`config.mk`:
```
export PLATFORM = sky130hd
export DESIGN_NAME = spi_master_sel
export DESIGN_NICKNAME = d
export VERILOG_FILES = /design/src/rtl/spi_sel_pkg.sv /design/src/rtl/spi_div_bank.sv /design/src/rtl/spi_bit_timer.sv /design/src/rtl/spi_shift.sv /design/src/rtl/spi_master_sel.sv
export SDC_FILE = /design/constraint.sdc
export NUM_CORES = 1
export LEC_CHECK = 0
export BUFFER_PORTS_ARGS = -buffer_cell sky130_fd_sc_hd__buf_2
export CAP_MARGIN = 15
export CELL_PAD_IN_SITES_DETAIL_PLACEMENT = 1
export CELL_PAD_IN_SITES_GLOBAL_PLACEMENT = 1
export CORE_MARGIN = 5
export CORE_UTILIZATION = 48
export CTS_CLUSTER_DIAMETER = 100
export CTS_CLUSTER_SIZE = 28
export DETAILED_ROUTE_END_ITERATION = 10
export GPL_TIMING_DRIVEN = 0
export PLACE_DENSITY = 0.84
export SYNTH_ARGS = -nofsm -noshare
export SYNTH_HDL_FRONTEND = slang
export SYNTH_HIERARCHICAL = 1
export SYNTH_SLANG_ARGS = --single-unit
```
`constraint.sdc`:
```
create_clock -name clk_i -period 5.8 [get_ports clk_i]
set_input_delay 0.29 -clock clk_i [delete_from_list [all_inputs] [get_ports clk_i]]
set_output_delay 0.29 -clock clk_i [all_outputs]
set_load 0.01 [all_outputs]
```
`src/rtl/spi_sel_pkg.sv`:
```
package spi_sel_pkg;
  typedef enum logic [1:0] {
    ST_IDLE  = 2'd0,
    ST_GAP   = 2'd1,
    ST_SHIFT = 2'd2
  } eng_state_e;
endpackage

```
`src/rtl/spi_div_bank.sv`:
```
module spi_div_bank #(
  parameter int NUM_CS = 4,
  parameter int DIV_W  = 8,
  parameter int CS_W   = $clog2(NUM_CS)
) (
  input  logic                         clk_i,
  input  logic                         rst_ni,
  input  logic                         wr_i,
  input  logic [CS_W-1:0]              wr_sel_i,
  input  logic [DIV_W-1:0]             wr_val_i,
  output logic [NUM_CS-1:0][DIV_W-1:0] div_o
);
  for (genvar g = 0; g < NUM_CS; g++) begin : g_div
    logic [DIV_W-1:0] div_q;
    always_ff @(posedge clk_i or negedge rst_ni) begin
      if (!rst_ni)                             div_q <= '0;
      else if (wr_i && wr_sel_i == CS_W'(g))   div_q <= wr_val_i;
    end
    assign div_o[g] = div_q;
  end
endmodule

```
`src/rtl/spi_bit_timer.sv`:
```
module spi_bit_timer #(
  parameter int DIV_W = 8
) (
  input  logic             clk_i,
  input  logic             rst_ni,
  input  logic             start_i,
  input  logic [DIV_W-1:0] div_i,
  input  logic             run_i,
  output logic             tick_o
);
  logic [DIV_W-1:0] div_q;
  logic [DIV_W-1:0] cnt_q;

  always_ff @(posedge clk_i or negedge rst_ni) begin
    if (!rst_ni) begin
      div_q <= '0;
      cnt_q <= '0;
    end else if (start_i) begin
      div_q <= div_i;
      cnt_q <= div_i - 1'b1;
    end else if (run_i) begin
      if (cnt_q == '0) cnt_q <= div_q - 1'b1;
      else             cnt_q <= cnt_q - 1'b1;
    end
  end

  // one tick closes each half-period
  assign tick_o = run_i && (cnt_q == '0);
endmodule

```
`src/rtl/spi_shift.sv`:
```
module spi_shift #(
  parameter int WORD_W = 8
) (
  input  logic              clk_i,
  input  logic              rst_ni,
  input  logic              load_i,
  input  logic [WORD_W-1:0] tx_i,
  input  logic              tick_i,
  input  logic              miso_i,
  output logic              mosi_o,
  output logic              phase_o,
  output logic              done_o,
  output logic [WORD_W-1:0] rx_o
);
  localparam int HALF_N = 2 * WORD_W;
  localparam int HW     = $clog2(HALF_N);
  localparam logic [HW-1:0] LAST = HW'(HALF_N - 1);

  logic [WORD_W-1:0] tx_sh;
  logic [WORD_W-1:0] rx_sh;
  logic [HW-1:0]     half_q;

  always_ff @(posedge clk_i or negedge rst_ni) begin
    if (!rst_ni) begin
      tx_sh  <= '0;
      rx_sh  <= '0;
      half_q <= '0;
    end else if (load_i) begin
      tx_sh  <= tx_i;
      half_q <= '0;
    end else if (tick_i) begin
      half_q <= half_q + 1'b1;
      if (!half_q[0])          rx_sh <= {rx_sh[WORD_W-2:0], miso_i};  // rising edge next
      else if (half_q != LAST) tx_sh <= {tx_sh[WORD_W-2:0], 1'b0};    // falling edge next
    end
  end

  assign mosi_o  = tx_sh[WORD_W-1];
  assign phase_o = half_q[0];
  assign done_o  = tick_i && (half_q == LAST);
  assign rx_o    = rx_sh;
endmodule

```
`src/rtl/spi_master_sel.sv`:
```
module spi_master_sel
  import spi_sel_pkg::*;
#(
  parameter int NUM_CS = 4,
  parameter int DIV_W  = 8,
  parameter int WORD_W = 8,
  parameter int GAP_W  = 8,
  localparam int CS_W  = $clog2(NUM_CS)
) (
  input  logic              clk_i,
  input  logic              rst_ni,
  input  logic              div_wr_i,
  input  logic [CS_W-1:0]   div_sel_i,
  input  logic [DIV_W-1:0]  div_val_i,
  input  logic [GAP_W-1:0]  gap_cycles_i,
  input  logic              tx_valid_i,
  input  logic [WORD_W-1:0] tx_data_i,
  input  logic [CS_W-1:0]   tx_cs_i,
  input  logic              rx_rd_i,
  output logic [WORD_W-1:0] rx_data_o,
  output logic              tdre_o,
  output logic              rdrf_o,
  output logic              txempty_o,
  output logic              spck_o,
  output logic              mosi_o,
  output logic [NUM_CS-1:0] cs_no_o,
  input  logic              miso_i
);
  logic [NUM_CS-1:0][DIV_W-1:0] div_tbl;

  eng_state_e        state_q, state_d;
  logic              hold_full;
  logic [WORD_W-1:0] hold_data;
  logic [CS_W-1:0]   hold_cs;
  logic [CS_W-1:0]   act_cs;
  logic              has_last;
  logic [DIV_W-1:0]  cur_div;
  logic [GAP_W-1:0]  gap_cnt;
  logic [WORD_W-1:0] rx_q;
  logic              rdrf_q;

  logic [DIV_W-1:0]  hold_div;
  logic              can_go, need_gap, take, start;
  logic              tick, done, phase;
  logic [WORD_W-1:0] rx_word;

  spi_div_bank #(.NUM_CS(NUM_CS), .DIV_W(DIV_W), .CS_W(CS_W)) i_div_bank (
    .clk_i    (clk_i),
    .rst_ni   (rst_ni),
    .wr_i     (div_wr_i),
    .wr_sel_i (div_sel_i),
    .wr_val_i (div_val_i),
    .div_o    (div_tbl)
  );

  spi_bit_timer #(.DIV_W(DIV_W)) i_bit_timer (
    .clk_i   (clk_i),
    .rst_ni  (rst_ni),
    .start_i (start),
    .div_i   (take ? hold_div : cur_div),
    .run_i   (state_q == ST_SHIFT),
    .tick_o  (tick)
  );

  spi_shift #(.WORD_W(WORD_W)) i_shift (
    .clk_i   (clk_i),
    .rst_ni  (rst_ni),
    .load_i  (take),
    .tx_i    (hold_data),
    .tick_i  (tick),
    .miso_i  (miso_i),
    .mosi_o  (mosi_o),
    .phase_o (phase),
    .done_o  (done),
    .rx_o    (rx_word)
  );

  assign hold_div = div_tbl[hold_cs];
  assign can_go   = hold_full && (hold_div != '0);  // zero divisor never starts
  assign need_gap = has_last && (hold_cs != act_cs);

  always_comb begin
    state_d = state_q;
    take    = 1'b0;
    start   = 1'b0;
    unique case (state_q)
      ST_IDLE: if (can_go) begin
        take = 1'b1;
        if (need_gap) state_d = ST_GAP;
        else begin
          state_d = ST_SHIFT;
          start   = 1'b1;
        end
      end
      ST_GAP: if (gap_cnt == '0) begin
        state_d = ST_SHIFT;
        start   = 1'b1;
      end
      ST_SHIFT: if (done) begin
        if (can_go) begin
          take = 1'b1;
          if (need_gap) state_d = ST_GAP;
          else          start   = 1'b1;
        end else begin
          state_d = ST_IDLE;
        end
      end
      default: state_d = ST_IDLE;
    endcase
  end

  always_ff @(posedge clk_i or negedge rst_ni) begin
    if (!rst_ni) begin
      state_q  <= ST_IDLE;
      act_cs   <= '0;
      has_last <= 1'b0;
      cur_div  <= '0;
      gap_cnt  <= '0;
    end else begin
      state_q <= state_d;
      if (take) begin
        act_cs   <= hold_cs;
        has_last <= 1'b1;
        cur_div  <= hold_div;
      end
      if (take && need_gap)
        gap_cnt <= (gap_cycles_i == '0) ? '0 : gap_cycles_i - 1'b1;
      else if (state_q == ST_GAP && gap_cnt != '0)
        gap_cnt <= gap_cnt - 1'b1;
    end
  end

  always_ff @(posedge clk_i or negedge rst_ni) begin
    if (!rst_ni) begin
      hold_full <= 1'b0;
      hold_data <= '0;
      hold_cs   <= '0;
    end else if (tx_valid_i) begin
      hold_full <= 1'b1;
      hold_data <= tx_data_i;
      hold_cs   <= tx_cs_i;
    end else if (take) begin
      hold_full <= 1'b0;
    end
  end

  always_ff @(posedge clk_i or negedge rst_ni) begin
    if (!rst_ni) begin
      rx_q   <= '0;
      rdrf_q <= 1'b0;
    end else if (done) begin
      rx_q   <= rx_word;
      rdrf_q <= 1'b1;
    end else if (rx_rd_i) begin
      rdrf_q <= 1'b0;
    end
  end

  assign rx_data_o = rx_q;
  assign rdrf_o    = rdrf_q;
  assign tdre_o    = !hold_full;
  assign txempty_o = (state_q == ST_IDLE) && !hold_full;
  assign spck_o    = (state_q == ST_SHIFT) && phase;
  assign cs_no_o   = (state_q == ST_SHIFT) ? ~(NUM_CS'(1) << act_cs) : '1;
endmodule

```
==> impl_metrics.csv, run 1 <==
group,metric,value,unit
outcome,outcome,"finished, final reports clean",
cells_and_area,antennaDiodeCount,0,
detailed_routing,totalWireLength,11.6,mm
worst_setup_path,crit_fanout,10,
synth,yosys.area.top_type,"dfrtp_1",
min_path,hold_depth,2,
floorplan,die_w,115,um
worst_setup_path,cp.arrival,5600,ps
synth,synth-seq-cells,109,
detailed_routing,drc,0,
worst_setup_path,path_cells,"inv_1 > nor2_2 > inv_1 > nor3_1 > buf_6 > and4_1 > clkbuf_1 > inv_1 > a211o_1 > o21ai_0 > buf_4 > clkbuf_1 > clkbuf_2 > nor2_1 > a21oi_1 > ha_1 > o21ai_1 > nor3_1 > xnor2_1 > a21oi_1",
worst_setup_path,crit_top_cell,"inv_1",
detailed_routing,firstDrtPassIters,4,
clock_tree,cts_tree,"done",
placement,port_buffers,50,
min_path,holdPathEnd,"rdrf_o$_DFFE_PN0P_",
cells_and_area,fin_nets,509,
worst_setup_path,r2r_end,"i_bit_timer/cnt_q[6]$_DFFE_PN0P_",
detailed_routing,drt_iter0_markers,136,
cells_and_area,final_util,0.550,
floorplan,coreArea,10800,sq um
power_and_ir_drop,p_leak,2.59,nW
global_route,track_usage,0.193,
power_and_ir_drop,power_density,423,nW/um^2
sta,hold_viol,0,
synth,syn_nets,446,
min_path,hp-start,"rx_rd_i",
cells_and_area,fillers,1109,
worst_setup_path,reg2reg_slack,450,ps
clock_tree,cts_setup_buffers,0,
worst_setup_path,path_delay_family,"buffers and inverters",
synth,yosysWarningCount,6,
sta,rsz0062_at_grt,"no",
sta,timing.fmax,0.187,GHz
min_path,min_path_type,"in2reg",
synth,synthCells,407,
global_route,antenna_found_initial,0,
worst_setup_path,cp_slowest_cell,"clkbuf_1",
detailed_routing,wl_met3,378,um
sta,final-setup-viol-count,0,
synth,synth_area,5270,sq um
detailed_routing,wl_per_cell,18.9,um
cells_and_area,area_growth,12.5,%
synth,seq_area_frac_synth,0.517,
power_and_ir_drop,ir_drop,0.000255,V
sta,period_share,0.923,
cells_and_area,drive_above_1_share,0.402,
floorplan,core.rowCount,38,
detailed_routing,wl_met2,6.06,mm
sta,period_needed,5350,ps
floorplan,ioPinCount,51,
worst_setup_path,slowest_delay,490,ps
sta,tightest_slew,770,ps
power_and_ir_drop,power,2.51,mW
job,drv_cap,0,
synth,async_reset_ff_frac,1.00,
detailed_routing,met1_length,5.07,mm
placement,place.gp.congestion,0.848,
clock_tree,clock_latency,380,ps
worst_setup_path,critPathCaptureType,"flop",
worst_setup_path,r2r_cells,20,
worst_setup_path,path_buf_inv,8,
detailed_routing,avgViaCountPerCell,5.60,
floorplan,die_h,115,um
worst_setup_path,required,6040,ps
global_route,grt_max_degree,57,
sta,max_slew_margin,0.483,
clock_tree,cts.sinks,109,
synth,avgSynthCellArea,13.0,sq um
synth,synth_area_leaders,"dfrtp_1 (52%), mux2_2 (18%), mux4_2 (3.0%)",
worst_setup_path,worstSetupStartpointType,"flop",
clock_tree,clk_pin_slew,100,ps
sta,tns,0,ps
floorplan,dieArea,13200,sq um
detailed_routing,drtAntennaViolNets,0,
floorplan,start_util,0.489,
clock_tree,cts_buffers,9,
clock_tree,clock_path_buffers,2,
global_route,grt_pass1_wl,20.2,mm
sta,drv_slew,0,
detailed_routing,dr.max_layer_used,"met4",
synth,synth_cell_type_count,60,
synth,synth_ff_type,"dfrtp_1",
worst_setup_path,r2r_start,"state_q[1]$_DFFE_PN0P_",
clock_tree,cts_root_buf,"clkbuf_8",
detailed_routing,vias,3445,
cells_and_area,stdcell_count,615,
worst_setup_path,path_class,"reg2reg",
global_route,first_global_vias,3957,
global_route,grt-ovfl-total,0,
clock_tree,cts_max_level,3,
placement,dp.cells,598,
sta,fin_skew,17.4,ps
synth,netlist.area_leader.share,0.517,
placement,hpwl,8.57,mm
synth,synth-edff-count,0,
==> power breakdown <==
| group | internal (mW) | total (mW) | switching [mW] | leakage (nW) |
|---|---|---|---|---|
| combinational | 0.466 | 0.931 | 0.465 | 1.17 |
| sequential | 0.967 | 1.14 | 0.168 | 1.33 |
| clock | 0.169 | 0.442 | 0.273 | 0.0965 |
| total | 1.60 | 2.51 | 0.906 | 2.59 |
==> cell families (layout without fill, tap and decap cells) <==
family                   Yosys count  after routing  share of synthesized area
XOR/XNOR                          18             18                     0.0299
flip-flops                       109            109                      0.517
adder cells (fa/ha/maj)            5              5                     0.0119
multiplexers                     101            101                      0.238
AND/OR/NAND/NOR                   96             96                      0.107
AO/OA/AOI/OAI                     52             52                     0.0686
buffers and inverters             26             94                     0.0275
==> layer usage <==
metal,vias to the layer above,GRT usage
li1,1615,-
met1,1768,0.242
met2,50,0.337
met3,12,0.0532
met4,0,0.0407
met5,-,0
==> area by class of cell <==
cell class | instances | area, sq um | area share
Inverter | 13 | 48.8 | 0.00823
Tap cell | 140 | 175 | 0.0295
Multi-Input combinational cell | 272 | 2400 | 0.405
Timing Repair Buffer | 52 | 290 | 0.0489
Sequential cell | 109 | 2730 | 0.460
Clock buffer | 10 | 128 | 0.0215
Clock inverter | 6 | 62.6 | 0.0105
Buffer | 13 | 97.6 | 0.0165
==> cell usage in the layout, fill, tap and decap left out, types with 5 or more instances in the layout <==
master,instances
clkbuf_1,5
nor2_1,25
o21ai_0,13
inv_1,13
xnor2_1,5
nor4_1,7
mux2_2,83
mux4_2,7
ha_1,5
mux2_4,7
nand2_1,10
dfrtp_1,109
nand3_1,10
clkbuf_8,9
xor2_1,13
buf_2,51
a21oi_1,14
nor3_1,6
nor2b_1,7
==> registers in the layout, summed over array words and instances, names as in the netlist <==
name                    cells
rdrf_o                      1
i_bit_timer/cnt_q           8
gap_cnt                     8
hold_full                   1
i_div_bank/g_div.div_q     32
i_shift/rx_o                8
state_q                     2
rx_data_o                   8
cur_div                     8
i_bit_timer/div_q           8
hold_cs                     2
has_last                    1
act_cs                      2
hold_data                   8
i_shift/half_q              4
i_shift/tx_sh               8
==> per-stage QoR <==
step	hold WS, ps	area [sq um]	setup slack (ps)
2_1_floorplan	-5.59	5270	1600
3_3_place_gp	443	5700	442
3_5_place_dp	400	5730	167
4_1_cts	99.2	5930	64.1
5_1_grt	90.0	5930	74.1
6_report	122	5930	448
==> worst max path at each step <==
stage                                startpoint                                to  slack (ps)  cells after the start
3_3_place_gp             state_q[1]$_DFFE_PN0P_  i_bit_timer/cnt_q[6]$_DFFE_PN0P_         440                     20
2_1_floorplan  i_bit_timer/cnt_q[7]$_DFFE_PN0P_  i_bit_timer/cnt_q[6]$_DFFE_PN0P_        1600                     18
6_report                 state_q[1]$_DFFE_PN0P_  i_bit_timer/cnt_q[6]$_DFFE_PN0P_         450                     20
3_5_place_dp             state_q[1]$_DFFE_PN0P_  i_bit_timer/cnt_q[6]$_DFFE_PN0P_         170                     20
4_1_cts                  state_q[1]$_DFFE_PN0P_  i_bit_timer/cnt_q[6]$_DFFE_PN0P_          60                     20
5_1_grt                  state_q[1]$_DFFE_PN0P_  i_bit_timer/cnt_q[6]$_DFFE_PN0P_          70                     20
==> cell usage after synthesis, types with 2 or more instances <==
| cell | n |
|---|---|
| dfrtp_1 | 109 |
| mux2_2 | 83 |
| nor2_1 | 26 |
| a21oi_1 | 14 |
| inv_1 | 13 |
| o21ai_0 | 13 |
| xor2_1 | 13 |
| nand2_1 | 10 |
| nand3_1 | 10 |
| mux2_4 | 7 |
| mux4_2 | 7 |
| nor2b_1 | 7 |
| nor4_1 | 7 |
| nor3_1 | 6 |
| clkbuf_1 | 5 |
| ha_1 | 5 |
| xnor2_1 | 5 |
| a211oi_1 | 4 |
| buf_6 | 4 |
| nand3b_1 | 4 |
| a211o_1 | 3 |
| mux2i_1 | 3 |
| o21ai_1 | 3 |
| or4_1 | 3 |
| buf_2 | 2 |
| nand3b_2 | 2 |
| nand4_1 | 2 |
| nor2_2 | 2 |
| nor3b_4 | 2 |
| or2_1 | 2 |
| or4_4 | 2 |
==> repair_timing <==
item | CTS | global route
resized for setup | 0 | 3
endpoints found under the hold margin | 55 | 0
endpoints found under the setup margin | 0 | 3
hold buffers | 1 | 0
No activity file was read; power rests on OpenSTA's default activity.
==> run 2: changes to the inputs <==
--- a/config.mk
+++ b/config.mk
@@ -15,7 +15,7 @@
 export CTS_CLUSTER_SIZE = 28
 export DETAILED_ROUTE_END_ITERATION = 10
 export GPL_TIMING_DRIVEN = 0
-export PLACE_DENSITY = 0.84
+export PLACE_DENSITY = 0.82
 export SYNTH_ARGS = -nofsm -noshare
 export SYNTH_HDL_FRONTEND = slang
 export SYNTH_HIERARCHICAL = 1
==> run 2 against run 1 <==
  * Final cell count shrank 0.16%
  * Cell area fell by 0.17%
  * Die area unchanged
==> impl_metrics.csv, run 2 (synthesis gave the netlist of run 1 again) <==
group,metric,value,unit
floorplan,die_w,115,um
sta,fin_skew,12.9,ps
placement,hpwl,8.77,mm
detailed_routing,avgViaCountPerCell,5.67,
clock_tree,cts_tree,"done",
placement,place_area,5730,sq um
detailed_routing,vias,3481,
sta,max_slew_margin,0.466,
detailed_routing,totalWireLength,12.2,mm
cells_and_area,stdcell_area,5920,sq um
cells_and_area,fillers,1105,
worst_setup_path,worstSetupStartpointType,"flop",
worst_setup_path,path_class,"reg2reg",
global_route,grt_max_degree,60,
outcome,outcome,"finished, final reports clean",
sta,period_needed,5380,ps
sta,hold_slack,80.2,ps
floorplan,dieArea,13200,sq um
global_route,grt-ovfl-total,0,
detailed_routing,firstDrtPassIters,4,
detailed_routing,wl_per_cell,19.8,um
power_and_ir_drop,seqPwrFrac,0.453,
cells_and_area,most-common-layout-cells,"dfrtp_1 (109), mux2_2 (83), buf_2 (51)",
cells_and_area,fin_nets,508,
worst_setup_path,r2r_cells,19,
floorplan,start_util,0.489,
worst_setup_path,crit_fanout,10,
worst_setup_path,critPathCaptureType,"flop",
sta,rsz0062_at_grt,"no",
clock_tree,cts_max_level,3,
sta,tns,0,ps
clock_tree,clk_pin_slew,100,ps
cells_and_area,largest-register,"i_div_bank/g_div.div_q",
cells_and_area,drive_above_1_share,0.403,
cells_and_area,largest_register_ffs,32,
floorplan,core.rowCount,38,
clock_tree,clock_path_buffers,2,
detailed_routing,drt_iter0_markers,134,
power_and_ir_drop,power_density,425,nW/um^2
power_and_ir_drop,switching_power,0.919,mW
sta,hold_viol,0,
global_route,track_usage,0.203,
sta,timing.fmax,0.186,GHz
power_and_ir_drop,p_leak,2.58,nW
cells_and_area,antennaDiodeCount,0,
power_and_ir_drop,internal-power,1.60,mW
sta,drv_slew,0,
clock_tree,cts_buffers,9,
detailed_routing,drtAntennaViolNets,0,
clock_tree,cts_setup_buffers,0,
global_route,antenna_found_initial,0,
placement,port_buffers,50,
clock_tree,clock_latency,390,ps
global_route,first_global_vias,4053,
sta,tightest_slew,802,ps
cells_and_area,final_common_cell,"dfrtp_1",
clock_tree,cts.sinks,109,
power_and_ir_drop,pwr-share-clk,0.175,
job,drv_cap,0,
sta,period_share,0.927,
power_and_ir_drop,pwr-share-comb,0.372,
worst_setup_path,cp.arrival,5630,ps
power_and_ir_drop,swShare,0.366,
cells_and_area,area_growth,12.3,%
power_and_ir_drop,ir_drop,0.000223,V
detailed_routing,drc,0,
min_path,hold_depth,2,
clock_tree,cts_root_buf,"clkbuf_8",
min_path,min_path_type,"in2reg",
floorplan,ioPinCount,51,
worst_setup_path,required,6060,ps
global_route,grt_pass1_wl,20.8,mm
floorplan,die_h,115,um
floorplan,coreArea,10800,sq um
placement,place.gp.congestion,0.755,
sta,final-setup-viol-count,0,
-- run 2: changes by cell type in the layout (fill, tap and decap cells not counted), sizes merged --
cell and delta:
clkinvlp +2, inv -3, clkbuf -2, clkinv +2
-- run 2: power by group through the flow --
| stage | combinational [mW] | clock, mW | sequential, mW |
|---|---|---|---|
| after floorplan | 0.719 | 0 | 1.09 |
| after global placement | 0.877 | 0 | 1.13 |
| after detailed placement | 0.935 | 0 | 1.15 |
| after CTS | 0.945 | 0.458 | 1.14 |
| after global routing | 1.03 | 0.496 | 1.16 |
| final | 0.935 | 0.441 | 1.14 |
-- run 2: critical path, stage by stage (launching register included) --
cell	delay, ps
dfrtp_1	450
inv_1	110
nor2_2	390
inv_1	170
nor3_1	410
buf_6	200
and4_1	530
inv_1	160
a211o_1	320
o21ai_0	180
buf_4	250
clkbuf_1	420
clkbuf_1	490
nor2_1	100
a21oi_1	190
ha_1	210
o21ai_1	130
nor3_1	280
xnor2_1	160
a21oi_1	80
-- run 2: stage by stage --
stage	setup WS, ps	cells	utilization	power, mW
after floorplan	1600	407	-	1.81
after global placement	409	597	0.528	2.01
after detailed placement	124	598	0.531	2.09
after CTS	57.0	615	0.549	2.54
after global routing	136	614	0.549	2.69
final	423	614	0.549	2.51
-- run 2: per-layer routing --
layer / GRT usage / wire length, um / up-vias
met5: 0 / 0 / -
met4: 0.0689 / 245 / 0
met3: 0.0505 / 382 / 17
met2: 0.359 / 6440 / 51
met1: 0.243 / 5080 / 1812
li1: - / - / 1601
-- run 2: path summary, 6_finish.rpt --
kind	endpoint	slack [ps]	start
worst max-delay path	i_bit_timer/cnt_q[6]$_DFFE_PN0P_	420	state_q[1]$_DFFE_PN0P_
worst min-delay path	rdrf_o$_DFFE_PN0P_	80	rx_rd_i
worst max register to register	i_bit_timer/cnt_q[6]$_DFFE_PN0P_	420	state_q[1]$_DFFE_PN0P_
worst min register to register	has_last$_DFFE_PN0P_	490	has_last$_DFFE_PN0P_
max in group asynchronous	i_shift/rx_o[1]$_DFFE_PN0P_	4590	rst_ni
min in group asynchronous	gap_cnt[5]$_DFFE_PN0P_	500	rst_ni
-- run 2: timing repair --
action                                  CTS  global route
endpoints found under the setup margin    0             3
endpoints found under the hold margin    27             0
resized for setup                         0             1
hold buffers                              1             0
-- run 2: layout make-up --
cell class	count	area [sq um]	share of cell area
Clock buffer	9	124	0.0209
Tap cell	140	175	0.0296
Clock inverter	7	61.3	0.0104
Buffer	12	92.6	0.0156
Timing Repair Buffer	52	290	0.0490
Inverter	13	48.8	0.00824
Multi-Input combinational cell	272	2400	0.406
Sequential cell	109	2730	0.461
==> run 3: changes to the inputs <==
--- a/config.mk
+++ b/config.mk
@@ -16,6 +16,7 @@
 export DETAILED_ROUTE_END_ITERATION = 10
 export GPL_TIMING_DRIVEN = 0
 export PLACE_DENSITY = 0.82
+export SKIP_LAST_GASP = 1
 export SYNTH_ARGS = -nofsm -noshare
 export SYNTH_HDL_FRONTEND = slang
 export SYNTH_HIERARCHICAL = 1
==> constraint.sdc (replaced) <==
create_clock -name clk_i -period 5.8 [get_ports clk_i]
set_input_delay 1.16 -clock clk_i [delete_from_list [all_inputs] [get_ports clk_i]]
set_output_delay 1.16 -clock clk_i [all_outputs]
set_load 0.01 [all_outputs]
==> run 3 against run 2 <==
  * Global-route usage is essentially flat
  * Final cell count shrank 0.16%
  * Total power is essentially flat
  * Largest cell class unchanged
  * Utilization is 0.093 points lower
  * Highest routed layer unchanged
  * Largest power group unchanged
  * Clock-buffer cell count unchanged
  * Critical path depth stayed put
  * Sequential share of layout area increased by 0.078 points
  * Setup slack improved by 22 ps
  * Clock skew about the same
  * Routed wire length down 0.21%
==> impl_metrics.csv, run 3 (synthesis gave the netlist of run 1 again) <==
group,metric,value,unit
cells_and_area,fin_nets,507,
worst_setup_path,critPathCaptureType,"flop",
sta,fin_skew,13.4,ps
power_and_ir_drop,power,2.51,mW
worst_setup_path,r2r_start,"state_q[1]$_DFFE_PN0P_",
min_path,hold_depth,1,
cells_and_area,final_common_cell,"dfrtp_1",
sta,final-setup-viol-count,0,
detailed_routing,vias,3485,
worst_setup_path,r2r_cells,19,
min_path,min_path_type,"reg2reg",
cells_and_area,fillers,1106,
cells_and_area,largest-register,"i_div_bank/g_div.div_q",
clock_tree,clk_pin_slew,110,ps
placement,place.gp.congestion,0.755,
floorplan,dieArea,13200,sq um
detailed_routing,avgViaCountPerCell,5.69,
outcome,outcome,"finished, final reports clean",
worst_setup_path,cp.arrival,5610,ps
worst_setup_path,reg2reg_slack,450,ps
sta,tightest_slew,800,ps
global_route,grt_max_degree,60,
clock_tree,cts.sinks,109,
cells_and_area,area_growth,12.1,%
floorplan,die_h,115,um
worst_setup_path,worstSetupStartpointType,"flop",
power_and_ir_drop,power_density,425,nW/um^2
clock_tree,cts_buffers,9,
global_route,antenna_found_initial,0,
placement,port_buffers,50,
clock_tree,cts_setup_buffers,0,
sta,rsz0062_at_grt,"no",
cells_and_area,most-common-layout-cells,"dfrtp_1 (109), mux2_2 (83), buf_2 (51)",
cells_and_area,antennaDiodeCount,0,
clock_tree,cts_hold_buffers,0,
sta,period_needed,5350,ps
min_path,holdPathEnd,"has_last$_DFFE_PN0P_",
worst_setup_path,crit_fanout,10,
worst_setup_path,required,6060,ps
cells_and_area,largest_register_ffs,32,
detailed_routing,drt_iter0_markers,138,
clock_tree,cts_root_buf,"clkbuf_8",
clock_tree,clock_path_buffers,2,
worst_setup_path,crit_path_start,"state_q[1]$_DFFE_PN0P_",
detailed_routing,totalWireLength,12.1,mm
min_path,hp-start,"has_last$_DFFE_PN0P_",
sta,tns,0,ps
cells_and_area,final_util,0.548,
detailed_routing,firstDrtPassIters,4,
floorplan,core.rowCount,38,
clock_tree,cts_max_level,3,
worst_setup_path,path_class,"reg2reg",
cells_and_area,drive_above_1_share,0.404,
detailed_routing,wl_per_cell,19.8,um
detailed_routing,drc,0,
clock_tree,clock_latency,390,ps
floorplan,start_util,0.489,
floorplan,die_w,115,um
placement,hpwl,8.77,mm
global_route,track_usage,0.203,
global_route,first_global_vias,4053,
global_route,grt_pass1_wl,20.8,mm
sta,hold_slack,495,ps
power_and_ir_drop,ir_drop,0.000222,V
worst_setup_path,r2r_end,"i_bit_timer/cnt_q[6]$_DFFE_PN0P_",
job,drv_cap,0,
sta,timing.fmax,0.187,GHz
floorplan,ioPinCount,51,
sta,drv_slew,0,
sta,period_share,0.923,
global_route,grt-ovfl-total,0,
sta,hold_viol,0,
detailed_routing,drtAntennaViolNets,0,
sta,max_slew_margin,0.467,
clock_tree,cts_tree,"done",
clock_tree,post_cts_resized,0,
floorplan,coreArea,10800,sq um
power_and_ir_drop,p_leak,2.58,nW
-- run 3: critical path, stage by stage (launching register included) --
cell      delay [ps]
dfrtp_1          450
inv_1            110
nor2_2           370
inv_1            170
nor3_1           410
buf_6            200
and4_1           530
inv_1            160
a211o_1          320
o21ai_0          180
buf_4            260
clkbuf_1         420
clkbuf_1         480
nor2_1           100
a21oi_1          190
ha_1             210
o21ai_1          130
nor3_1           280
xnor2_1          160
a21oi_1           80
-- run 3: stage by stage --
stage / setup WS, ps / instances / cell area (sq um)
finish: 446 / 613 / 5910
floorplan: 1600 / 407 / 5270
detailed placement: 124 / 598 / 5730
CTS: 57.0 / 614 / 5910
global route: 136 / 613 / 5910
global placement: 409 / 597 / 5700
-- run 3: area by class of cell --
type | instances | area [sq um] | share of cell area
sequential | 109 | 2730 | 0.461
clock buffer | 9 | 124 | 0.0210
multi-input combinational | 272 | 2400 | 0.406
timing repair buffer | 51 | 280 | 0.0474
buffer | 12 | 92.6 | 0.0157
clock inverter | 7 | 61.3 | 0.0104
tap | 140 | 175 | 0.0296
inverter | 13 | 48.8 | 0.00825
-- run 3: how the worst max path moves through the flow --
stage	endpoint	slack, ps	depth (start not counted)
finish	i_bit_timer/cnt_q[6]$_DFFE_PN0P_	450	19
global route	i_bit_timer/cnt_q[6]$_DFFE_PN0P_	140	19
CTS	i_bit_timer/cnt_q[6]$_DFFE_PN0P_	60	20
detailed placement	i_bit_timer/cnt_q[6]$_DFFE_PN0P_	120	20
global placement	i_bit_timer/cnt_q[6]$_DFFE_PN0P_	410	20
floorplan	i_bit_timer/cnt_q[6]$_DFFE_PN0P_	1600	18
-- run 3: metal layers --
layer	track usage	wire [um]	part of all wire
met5	0	0	0
met4	0.0689	249	0.021
met3	0.0505	419	0.035
met2	0.359	6410	0.53
met1	0.243	5040	0.42
-- run 3: power breakdown --
part	switching (mW)	internal (mW)
sequential	0.172	0.968
combinational	0.468	0.466
clock	0.279	0.162
total	0.919	1.60
